===== src/rtl/tick_pkg.sv =====
package tick_pkg;
    typedef enum logic {
        CH_DIV = 1'b0,
        CH_EXT = 1'b1
    } chan_mode_e;

    localparam int DEF_NCH    = 5;
    localparam int DEF_NPSC   = 2;
    localparam int DEF_GRP0_N = 2;
    localparam int DEF_PSC_W  = 8;
    localparam int DEF_FLD_W  = 4;
endpackage


===== src/rtl/tmr_prescaler.sv =====
module tmr_prescaler #(
    parameter int W = 8
) (
    input  logic         clk,
    input  logic         rst_n,
    input  logic         fld_we,
    input  logic [W-1:0] fld_wdata,
    output logic         pulse
);
    logic [W-1:0] fld_q;
    logic [W-1:0] cnt_q;
    logic [W-1:0] lim;

    // a zero field would mean ratio 1; hold the floor at ratio 2
    always_comb lim = (fld_q == '0) ? W'(1) : fld_q;

    always_ff @(posedge clk or negedge rst_n) begin
        if (!rst_n)      fld_q <= '0;
        else if (fld_we) fld_q <= fld_wdata;
    end

    always_ff @(posedge clk or negedge rst_n) begin
        if (!rst_n) begin
            cnt_q <= '0;
            pulse <= 1'b0;
        end else if (fld_we) begin
            cnt_q <= '0;
            pulse <= 1'b0;
        end else if (cnt_q == lim) begin
            cnt_q <= '0;
            pulse <= 1'b1;
        end else begin
            cnt_q <= cnt_q + W'(1);
            pulse <= 1'b0;
        end
    end

    a_r2_pulse_gap: assert property (@(posedge clk) disable iff (!rst_n)
        pulse |=> !pulse);
    a_r2_cnt_bound: assert property (@(posedge clk) disable iff (!rst_n)
        cnt_q <= lim);
endmodule


===== src/rtl/tmr_ext_edge.sv =====
module tmr_ext_edge (
    input  logic clk,
    input  logic rst_n,
    input  logic pin,
    output logic edge_o
);
    logic s1_q, s2_q, s3_q;

    always_ff @(posedge clk or negedge rst_n) begin
        if (!rst_n) begin
            s1_q <= 1'b0;
            s2_q <= 1'b0;
            s3_q <= 1'b0;
        end else begin
            s1_q <= pin;
            s2_q <= s1_q;
            s3_q <= s2_q;
        end
    end

    assign edge_o = s2_q & ~s3_q;

    a_r4_edge_single: assert property (@(posedge clk) disable iff (!rst_n)
        edge_o |=> !edge_o);
endmodule


===== src/rtl/tmr_chan_div.sv =====
module tmr_chan_div
    import tick_pkg::*;
#(
    parameter int FLD_W    = 4,
    parameter int LOG_MAX  = 4,
    parameter int EXT_CODE = 4
) (
    input  logic             clk,
    input  logic             rst_n,
    input  logic             fld_we,
    input  logic [FLD_W-1:0] fld_wdata,
    input  logic             grp_restart,
    input  logic             psc_pulse,
    input  logic             ext_edge,
    output logic             tick
);
    localparam int SH_W  = $clog2(LOG_MAX);
    localparam int CNT_W = LOG_MAX;

    chan_mode_e        state_q, state_d;
    logic [SH_W-1:0]   shift_q, shift_d;
    logic [CNT_W-1:0]  cnt_q;
    logic [CNT_W-1:0]  last;
    logic              restart;

    assign restart = fld_we | grp_restart;

    // next state: SEL_EXT on the external code, SEL_DIV on any other code
    always_comb begin
        state_d = state_q;
        shift_d = shift_q;
        if (fld_we) begin
            if (fld_wdata == FLD_W'(EXT_CODE)) begin
                state_d = CH_EXT;
            end else begin
                state_d = CH_DIV;
                shift_d = (fld_wdata < FLD_W'(LOG_MAX)) ? fld_wdata[SH_W-1:0]
                                                         : SH_W'(LOG_MAX - 1);
            end
        end
    end

    always_ff @(posedge clk or negedge rst_n) begin
        if (!rst_n) begin
            state_q <= CH_DIV;
            shift_q <= '0;
        end else begin
            state_q <= state_d;
            shift_q <= shift_d;
        end
    end

    always_comb last = CNT_W'((32'd2 << shift_q) - 32'd1);

    always_ff @(posedge clk or negedge rst_n) begin
        if (!rst_n) begin
            cnt_q <= '0;
            tick  <= 1'b0;
        end else if (restart) begin
            cnt_q <= '0;
            tick  <= 1'b0;
        end else begin
            unique case (state_q)
                CH_DIV: begin
                    if (psc_pulse) begin
                        tick  <= (cnt_q == last);
                        cnt_q <= (cnt_q == last) ? '0 : cnt_q + CNT_W'(1);
                    end else begin
                        tick  <= 1'b0;
                    end
                end
                CH_EXT: begin
                    tick  <= ext_edge;
                    cnt_q <= '0;
                end
            endcase
        end
    end

    a_r7_tick_single: assert property (@(posedge clk) disable iff (!rst_n)
        tick |=> !tick);
    a_r3_div_needs_psc: assert property (@(posedge clk) disable iff (!rst_n)
        (tick && $past(state_q == CH_DIV)) |-> $past(psc_pulse));
    a_r3_cnt_bound: assert property (@(posedge clk) disable iff (!rst_n)
        cnt_q <= last);
endmodule


===== src/rtl/tmr_tick_tree.sv =====
module tmr_tick_tree
    import tick_pkg::*;
#(
    parameter int NCH    = DEF_NCH,
    parameter int NPSC   = DEF_NPSC,
    parameter int GRP0_N = DEF_GRP0_N,
    parameter int PSC_W  = DEF_PSC_W,
    parameter int FLD_W  = DEF_FLD_W,
    localparam int CFG_W = (NCH * FLD_W > NPSC * PSC_W) ? NCH * FLD_W : NPSC * PSC_W
) (
    input  logic             clk,
    input  logic             rst_n,
    input  logic             cfg_we,
    input  logic             cfg_sel,
    input  logic [NCH-1:0]   cfg_mask,
    input  logic [CFG_W-1:0] cfg_wdata,
    input  logic [NPSC-1:0]  ext_clk,
    output logic [NCH-1:0]   tick
);
    logic [NPSC-1:0] psc_we;
    logic [NPSC-1:0] psc_pulse;
    logic [NPSC-1:0] ext_edge;
    logic [NCH-1:0]  ch_we;

    for (genvar p = 0; p < NPSC; p++) begin : g_psc
        assign psc_we[p] = cfg_we & ~cfg_sel & cfg_mask[p];

        tmr_prescaler #(.W(PSC_W)) u_psc (
            .clk       (clk),
            .rst_n     (rst_n),
            .fld_we    (psc_we[p]),
            .fld_wdata (cfg_wdata[p*PSC_W +: PSC_W]),
            .pulse     (psc_pulse[p])
        );

        tmr_ext_edge u_ext (
            .clk    (clk),
            .rst_n  (rst_n),
            .pin    (ext_clk[p]),
            .edge_o (ext_edge[p])
        );
    end

    for (genvar i = 0; i < NCH; i++) begin : g_ch
        localparam int G = (i < GRP0_N) ? 0 : 1;

        assign ch_we[i] = cfg_we & cfg_sel & cfg_mask[i];

        tmr_chan_div #(.FLD_W(FLD_W)) u_ch (
            .clk         (clk),
            .rst_n       (rst_n),
            .fld_we      (ch_we[i]),
            .fld_wdata   (cfg_wdata[i*FLD_W +: FLD_W]),
            .grp_restart (psc_we[G]),
            .psc_pulse   (psc_pulse[G]),
            .ext_edge    (ext_edge[G]),
            .tick        (tick[i])
        );
    end

    a_r8_reset_quiet: assert property (@(posedge clk)
        !rst_n |-> (tick == '0));
endmodule


===== config.mk =====
export PLATFORM = sky130hd
export DESIGN_NAME = tmr_tick_tree
export DESIGN_NICKNAME = d
export VERILOG_FILES = /design/src/rtl/tick_pkg.sv /design/src/rtl/tmr_prescaler.sv /design/src/rtl/tmr_ext_edge.sv /design/src/rtl/tmr_chan_div.sv /design/src/rtl/tmr_tick_tree.sv
export SDC_FILE = /design/constraint.sdc
export NUM_CORES = 1
export LEC_CHECK = 0
export ABC_CLOCK_PERIOD_IN_PS = 1800
export BUFFER_PORTS_ARGS = -buffer_cell sky130_fd_sc_hd__buf_2
export CORE_ASPECT_RATIO = 0.8
export CORE_UTILIZATION = 30
export DETAILED_ROUTE_END_ITERATION = 12
export GPL_ROUTABILITY_DRIVEN = 0
export PLACE_DENSITY = 0.51
export SYNTH_ARGS = -nofsm -noshare
export SYNTH_HDL_FRONTEND = slang
export SYNTH_HIERARCHICAL = 1
export SYNTH_SLANG_ARGS = --single-unit

===== constraint.sdc =====
create_clock -name clk -period 1.8 [get_ports clk]
set_clock_uncertainty 0.05 [all_clocks]
set_input_delay 0.09 -clock clk [delete_from_list [all_inputs] [get_ports clk]]
set_output_delay 0.09 -clock clk [all_outputs]
set_load 0.03 [all_outputs]

==> results_dict.tcl <==
set metrics [dict create \
    ys_warn_count 6 \
    postCtsSetupRepairBufs 0 \
    vias 3096 \
    p_leak_nw 2.148 \
    finalSetupViolCount 0 \
    drtIter0Drc 102 \
    grt_max_degree 81 \
    via_per_inst 4.891 \
    io_buffer_count 35 \
    tritoncts "built" \
    wl_per_cell_um 13.67 \
    timing.final.ws_setup_ns 0.2365 \
    coreArea_um2 13060 \
    crit_arrival_ns 1.69 \
    num-fill-cells 1277 \
    setup_tns_ns 0 \
    die-height_um 106.1 \
    cts.htree.levels 3 \
    ff_latch_area_um2 2002 \
    pre_cts_ws_ns 0.2559 \
    cp-end-kind "register" \
    postRouteAntennaNets 0 \
    fmax_mhz 639.6 \
    syn_area_per_cell_um2 10.69 \
    wl_um 8650 \
    synth_seq_cells 80 \
    rsz0062_at_grt "no" \
    clock_latency_ns 0.33 \
    firstDrtPassIters 4 \
    finalHoldViolCount 0 \
    ys_types 35 \
    multi_input_area_um2 1987 \
    ys_async_sr_fraction_pct 100.0 \
    num_io_pins 36 \
    synthCells 380 \
    crit_required_ns 1.93 \
    die_area_um2 14010 \
    die_w_um 132.1 \
    synth_edf_count 0 \
    hold_class "in2reg" \
    yosysSeqAreaShare_pct 49.28 \
    antenna_cells 0 \
    grt_overflow 0 \
    slew_headroom_pct 58.07 \
    power.density_nw_per_um2 1082 \
    rows 37 \
    slowest_stage "dfrtp_1" \
    grt_first_pass_wirelength_um 15250 \
    antenna_found_initial 0 \
    path_buf_inv 0 \
    fin_util_pct 39.16 \
    cts_buffers 9 \
    vdd_drop_max_v 0.0005534 \
    synth_ff_type "dfrtp_1" \
    start_util_pct 31.12 \
    grt_use_total_pct 13.48 \
    status "finished clean" \
    route.detailed.drc 0 \
    cp_top_family "flip-flops" \
    nets 491 \
    dp.cells 590 \
    worst_pin_slew_ns 0.6290 \
    grt_pass1_vias 3237 \
    areaGrowthSynthToFinish_pct 25.84 \
    syn-num-nets 418 \
    period_needed_ns 1.564 \
    path_max_fanout 8 \
    clk_pin_slew_worst_paths_ns 0.06 \
    syn-cell-area_um2 4063 \
    drv_cap 0 \
    critPathMaxStageDelay_ns 0.41 \
    clock-root-buffer "clkbuf_16" \
    clkSinkCount 80 \
    r2r_slack_ns 0.24 \
    path_cells "nor4_2 > a21oi_2 > xor2_2 > a211oi_1" \
    path_class "reg2reg" \
    post-dp-hpwl_um 5986 \
    drv_slew 0 \
    finalCritPeriodShare_pct 86.86 \
    clockBufferDepth 2 \
    stdcell_count 633 \
    drive_gt1_share_pct 21.40 \
    startpoint_type "register" \
]
==> placed cells by master (no fill, tap or decap), drive strengths merged, types with 7 or more instances in the layout <==
cell and instances:
buf 39, nand4 17, dfrtp 80, ha 7, nand3 11, inv 15
and3 7, clkbuf 9, nor3 9, o211ai 10, a211oi 19, xnor2 24
a21oi 24, mux2 16, nand2 29, nor2b 7, xor2 14, a211o 10
nor2 32, and2 10, dlygate4sd3 27, o22ai 10
==> power by group <==
part           total, W  leakage (nW)  internal, W  switching (W)
logic           0.00101         0.977     0.000518       0.000490
registers       0.00244          1.01      0.00207       0.000364
clock network   0.00209         0.166      0.00136       0.000730
==> path summary, 6_finish.rpt <==
check / start / endpoint / cells after the start
min in group asynchronous: rst_n / g_ch[0].u_ch/cnt_q[2]$_DFFE_PN0P_ / 3
max in group asynchronous: rst_n / g_psc[0].u_psc/cnt_q[4]$_DFF_PN0_ / 3
worst min-delay path: cfg_wdata[19] / g_ch[4].u_ch/shift_q[0]$_DFFE_PN0P_ / 3
worst max register to register: g_psc[1].u_psc/fld_q[4]$_DFFE_PN0P_ / g_psc[1].u_psc/cnt_q[7]$_DFF_PN0_ / 4
worst max-delay path: g_psc[1].u_psc/fld_q[4]$_DFFE_PN0P_ / g_psc[1].u_psc/cnt_q[7]$_DFF_PN0_ / 4
worst min register to register: g_psc[0].u_ext/s1_q$_DFF_PN0_ / g_psc[0].u_ext/s2_q$_DFF_PN0_ / 0
==> worst register-to-register path, stage by stage (launching register included) <==
cell,delay [ns]
dfrtp_1,0.41
nor4_2,0.34
a21oi_2,0.13
xor2_2,0.34
a211oi_1,0.14
==> cell type report <==
class | instances | share of cell area, %
sequential | 80 | 39.16
multi-input combinational | 281 | 38.86
timing repair buffer | 66 | 9.838
clock buffer | 9 | 4.405
tap | 175 | 4.283
clock inverter | 7 | 2.349
inverter | 15 | 1.101
==> cell families (layout without fill, tap and decap cells) <==
family | after synthesis | count (layout) | synth area share, %
simple gates | 137 | 137 | 18.94
buf+inv | 19 | 97 | 1.817
fa+ha+maj | 7 | 7 | 2.156
compound gates | 83 | 83 | 14.81
mux | 16 | 16 | 4.435
flops | 80 | 80 | 49.28
xor+xnor | 38 | 38 | 8.562
==> per-layer routing <==
metal / track usage [%] / up-vias / part of all wire (%)
li1: - / 1536 / -
met1: 17.72 / 1511 / 50
met2: 21.96 / 41 / 46
met3: 3.243 / 8 / 3.1
met4: 4.070 / 0 / 1.1
met5: 0 / - / 0
==> sequential cells by signal, indices dropped and copies added (netlist names) <==
name / flops
g_psc.u_ext/s2_q: 2
g_psc.u_ext/s1_q: 2
g_ch.u_ch/state_q: 5
g_psc.u_psc/cnt_q: 16
g_psc.u_psc/fld_q: 16
g_ch.u_ch/tick: 5
g_ch.u_ch/shift_q: 10
g_psc.u_ext/s3_q: 2
g_ch.u_ch/cnt_q: 20
g_psc.u_psc/pulse: 2
==> synthesized netlist by cell type (4+ instances only) <==
cell type	instances	area, µm²
a211o_1	10	87.58
a211oi_1	14	105.1
a211oi_2	5	62.56
a21oi_1	22	110.1
a22oi_1	5	37.54
and2_1	5	31.28
and2_2	5	37.54
and3_2	5	37.54
and3b_1	4	35.03
dfrtp_1	80	2002
ha_1	7	87.58
inv_1	15	56.30
mux2_2	16	180.2
nand2_1	29	108.9
nand3_1	11	55.05
nand4_1	17	106.4
nor2_1	32	120.1
nor2b_1	5	31.28
nor3_1	7	35.03
o211ai_1	10	75.07
o22ai_1	10	62.56
o2bb2ai_1	5	43.79
or3_1	5	31.28
xnor2_1	24	210.2
xor2_1	12	105.1
==> stage by stage <==
stage | instance area, µm² | hold WS (ns) | power (W)
floorplan | 4063 | -0.2556 | 0.003124
global placement | 4497 | 0.1032 | 0.003422
detailed placement | 4497 | 0.1036 | 0.003437
CTS | 5112 | 0.002043 | 0.005618
global route | 5112 | 0.006729 | 0.005856
finish | 5112 | 0.01938 | 0.005531
==> repair_timing <==
item | in CTS | in global routing
hold buffers | 27 | 0
setup endpoints to repair | 0 | 0
endpoints found under the hold margin | 104 | 0
gates resized for setup | 0 | 0
(Power assumes the default switching activity.)
